`src/rtl/membar_pkg.sv`:
```
package membar_pkg;

  // Mask of the writable base bits for a window of 2**log2 bytes.
  function automatic logic [31:0] hi_mask(input int log2);
    hi_mask = 32'hFFFF_FFFF << log2;
  endfunction

  // Read word: stored base plus the fixed information nibble.
  // Bit 3 carries the prefetch flag; bits 2:0 are memory / 32-bit type.
  function automatic logic [31:0] read_word(input logic [31:0] base, input logic pf);
    read_word = {base[31:4], pf, 3'b000};
  endfunction

  // Window size recovered from a read word taken after an all-ones write.
  function automatic logic [31:0] size_from_probe(input logic [31:0] rd);
    size_from_probe = ~(rd & 32'hFFFF_FFF0) + 32'd1;
  endfunction

endpackage

```
`src/rtl/membar_store.sv`:
```
module membar_store #(
  parameter logic [31:0] WR_MASK = 32'hFFFF_F000
) (
  input  logic        clk,
  input  logic        rst_n,
  input  logic        wr_en,
  input  logic [3:0]  be,
  input  logic [31:0] wdata,
  output logic [31:0] base_q
);
  localparam int LANES = 4;

  logic [31:0] merged;

  for (genvar g = 0; g < LANES; g++) begin : g_lane
    assign merged[8*g +: 8] = be[g] ? wdata[8*g +: 8] : base_q[8*g +: 8];
  end

  always_ff @(posedge clk or negedge rst_n) begin
    if (!rst_n) begin
      base_q <= '0;
    end else if (wr_en) begin
      base_q <= merged & WR_MASK;
    end
  end
endmodule

```
`src/rtl/membar_match.sv`:
```
module membar_match #(
  parameter logic [31:0] WR_MASK = 32'hFFFF_F000
) (
  input  logic [31:0] addr,
  input  logic [31:0] base,
  input  logic        en,
  output logic        hit
);
  logic in_window;

  assign in_window = ((addr ^ base) & WR_MASK) == 32'd0;
  assign hit       = en & in_window;
endmodule

```
`src/rtl/membar_window.sv`:
```
module membar_window #(
  parameter int REGION_LOG2 = 12,
  parameter bit PREFETCH    = 1'b1
) (
  input  logic        clk,
  input  logic        rst_n,
  input  logic        cfg_wr,
  input  logic [3:0]  cfg_be,
  input  logic [31:0] cfg_wdata,
  output logic [31:0] cfg_rdata,
  input  logic        dec_en,
  input  logic [31:0] mem_addr,
  output logic        mem_hit
);
  localparam logic [31:0] WR_MASK = membar_pkg::hi_mask(REGION_LOG2);

  if (REGION_LOG2 < 4 || REGION_LOG2 > 31) begin : g_bad_size
    $error("REGION_LOG2 must lie in 4..31");
  end

  logic [31:0] base_q;

  membar_store #(.WR_MASK(WR_MASK)) i_store (
    .clk    (clk),
    .rst_n  (rst_n),
    .wr_en  (cfg_wr),
    .be     (cfg_be),
    .wdata  (cfg_wdata),
    .base_q (base_q)
  );

  membar_match #(.WR_MASK(WR_MASK)) i_match (
    .addr (mem_addr),
    .base (base_q),
    .en   (dec_en),
    .hit  (mem_hit)
  );

  assign cfg_rdata = membar_pkg::read_word(base_q, PREFETCH);
endmodule

```
`config.mk`:
```
export PLATFORM = sky130hd
export DESIGN_NAME = membar_window
export DESIGN_NICKNAME = d
export VERILOG_FILES = /design/src/rtl/membar_pkg.sv /design/src/rtl/membar_store.sv /design/src/rtl/membar_match.sv /design/src/rtl/membar_window.sv
export SDC_FILE = /design/constraint.sdc
export NUM_CORES = 1
export LEC_CHECK = 0
export ABC_AREA = 1
export BUFFER_PORTS_ARGS = -buffer_cell sky130_fd_sc_hd__buf_2
export CAP_MARGIN = 10
export CELL_PAD_IN_SITES_DETAIL_PLACEMENT = 1
export CELL_PAD_IN_SITES_GLOBAL_PLACEMENT = 2
export CORE_ASPECT_RATIO = 0.6
export CORE_MARGIN = 1.5
export CORE_UTILIZATION = 18
export CTS_BUF_LIST = sky130_fd_sc_hd__clkbuf_8
export DETAILED_ROUTE_END_ITERATION = 7
export PLACE_DENSITY = 0.86
export SLEW_MARGIN = 20
export SYNTH_ARGS = -nofsm -noshare
export SYNTH_HDL_FRONTEND = slang
export SYNTH_SLANG_ARGS = --single-unit
export TNS_END_PERCENT = 50
```
`constraint.sdc`:
```
create_clock -name clk -period 1.05 [get_ports clk]
set_clock_uncertainty 0.15 [all_clocks]
set_input_delay 0.0525 -clock clk [delete_from_list [all_inputs] [get_ports clk]]
set_output_delay 0.0525 -clock clk [all_outputs]
set_load 0.01 [all_outputs]
```
==> results.json <==
{
  "firstDrtPassIters": 4,
  "wl_per_cell_um": 12.2,
  "max_slew_margin_pct": 66.1,
  "setup_viol": 12,
  "synth_top_cell_area_share_pct": 41.3,
  "clock_latency_ps": 260,
  "yosysUniqueCellTypes": 16,
  "fin_area_um2": 2160,
  "maxCapViolations": 0,
  "critPathKind": "flip-flop to primary output",
  "cts-root-buf": "clkbuf_8",
  "top_regs": "i_store.base_q (20)",
  "total_power_mw": 2.47,
  "h-tree-depth": 1,
  "drc": 0,
  "hold_viol_final": 0,
  "hp-class": "input pin to flip-flop",
  "crit_arrival_ps": 1380,
  "cts_buffers": 3,
  "cts_buffer_depth": 2,
  "antenna_cells": 0,
  "period_share_pct": 150,
  "dpl.hpwl_mm": 3.41,
  "crit_fanout": 3,
  "first_iter_violations": 25,
  "die_h_um": 66.6,
  "routed_wl_mm": 4.45,
  "cts_tree": "built",
  "grtUsageMet2_pct": 23.4,
  "synth-seq-cells": 20,
  "die_x_um": 109,
  "r2r_slack_ps": 10,
  "cts_sinks": 20,
  "worst_r2r_path_depth": 2,
  "busiest_layer": "met2",
  "holdPathStages": 3,
  "mostFrequentLayoutCells": "buf_2 (56), nand2_1 (47), inv_1 (28)",
  "r2r_start": "i_store.base_q[26]$_DFFE_PN0P_",
  "vias": 1381,
  "via_per_inst": 3.77,
  "rows": 22,
  "fin_nets": 356,
  "area_delta_synth_final_pct": 77.8,
  "cp-start-kind": "flip-flop",
  "fmax_mhz": 634,
  "pre_cts_slack_ps": -269,
  "worst_slack_ps": -528,
  "grt_pass1_wl_mm": 6.99,
  "peakVddDrop_v": 0.000504,
  "dpl-instance-area_um2": 1780,
  "synth_top_area_cell": "dfrtp_1",
  "antenna_found_initial": 0,
  "endpoint_kind": "primary output",
  "status": "finished, violations left",
  "grt.total_usage_pct": 12.9,
  "r2r-end": "i_store.base_q[26]$_DFFE_PN0P_",
  "initial_core_util_pct": 19.2,
  "maxSlewViolCount": 0,
  "top_register": "i_store.base_q",
  "yosys_warnings": 0,
  "period_needed_ps": 1580,
  "rsz0062_at_grt": "true",
  "required_ps": 850,
  "grt_pass1_vias": 1454,
  "netlist_top_cells_area": "dfrtp_1 (41%), nand2_1 (15%), nor2_1 (9.0%), inv_1 (8.7%), buf_4 (7.4%)",
  "final_common_cell": "buf_2",
  "grt_max_degree": 21,
  "hp-start": "cfg_be[1]",
  "core_um2": 6300,
  "grtUsageMet1_pct": 15.4,
  "largest_reg_flops": 20,
  "grt_overflow": 0,
  "io_buffers": 67,
  "leakage_nw": 1.23,
  "worst_pin_slew_ps": 508,
  "drive_gt1_share_pct": 37.2,
  "synth_cells": 169,
  "use_met3_pct": 3.82,
  "whs_ps": 100,
  "place.gp.congestion": 0.698,
  "whs_endpoint": "i_store.base_q[14]$_DFFE_PN0P_",
  "ios": 105,
  "synth.cell_area_um2": 1210,
  "power.density_nw_per_um2": 1140,
  "synth-seq-area-share_pct": 41.3,
  "dieArea_um2": 7250,
  "failed_checks": "negative setup slack",
  "avgSynthCellArea_um2": 7.17,
  "clk_pin_slew_ps": 80,
  "ant_nets": 0
}
[worst max-delay path by stage]
stage / start / end / slack [ps] / cells after the start
floorplan: i_store.base_q[15]$_DFFE_PN0P_ / mem_hit / -100 / 8
global placement: i_store.base_q[23]$_DFFE_PN0P_ / mem_hit / -270 / 9
finish: i_store.base_q[15]$_DFFE_PN0P_ / mem_hit / -530 / 9
CTS: i_store.base_q[15]$_DFFE_PN0P_ / mem_hit / -570 / 9
global route: i_store.base_q[15]$_DFFE_PN0P_ / mem_hit / -680 / 9
detailed placement: i_store.base_q[23]$_DFFE_PN0P_ / mem_hit / -270 / 9
[cells in the mapped netlist]
cell     instances
buf_6            2
nor2_1          29
conb_1           2
nand2_2          1
o22ai_1          2
nand2_1         47
o21ai_0          2
nand3_1          2
mux2_4           2
buf_4           12
xor2_1           1
xnor2_1          1
mux2_2           4
dfrtp_1         20
a21oi_1         14
inv_1           28
[timing repair]
| action | CTS | global route |
|---|---|---|
| setup endpoints to repair | 13 | 20 |
| resized for setup | 17 | 12 |
| setup buffers | 1 | 5 |
| hold buffers | 21 | 0 |
| pin swaps | 0 | 1 |
| endpoints found under the hold margin | 40 | 0 |
[power by group]
group | internal (mW) | total, mW | switching, mW
Sequential | 0.872 | 0.951 | 0.0796
Combinational | 0.564 | 0.987 | 0.423
Clock | 0.256 | 0.528 | 0.272
Total | 1.69 | 2.47 | 0.775
[metal layers]
metal  wire length, um  vias up
met4                29        0
met2              2180       38
met3               252        4
met1              1990      633
met5                 0        -
li1                  -      706
[final cells by class]
class | count | area [um^2]
Clock buffer | 3 | 41.3
Multi-Input combinational cell | 117 | 548
Inverter | 28 | 105
Fill cell | 787 | 4150
Timing Repair Buffer | 114 | 856
Sequential cell | 20 | 500
Tap cell | 84 | 105
[cells by family (layout without fill, tap and decap cells)]
family          count (synthesis)  after routing  synth area share [%]
simple gates                   79             79                  24.9
buf+inv                        42            145                  18.0
flops                          20             20                  41.3
compound gates                 18             18                  7.64
mux                             6              6                  6.19
other cells                     2             12                 0.619
xor+xnor                        2              2                  1.45
[through the flow]
stage               util (%)  TNS [ps]  instances
finish                  34.2     -1200        366
global placement        28.2      -272        341
CTS                     33.4     -1370        365
floorplan                  -     -96.9        179
global route            34.2     -1810        366
detailed placement      28.2      -269        341
[worst max-delay path, stage by stage, from the launching register on]
cell and delay (ps):
dfrtp_1 380, inv_1 70, nand2_1 60, nand2_1 50, nor2_1 90, nand2_1 70
nor2_2 120, nand2_1 70, nor2_2 70, buf_2 130
Note: power is estimated with default switching activity, not from simulation.
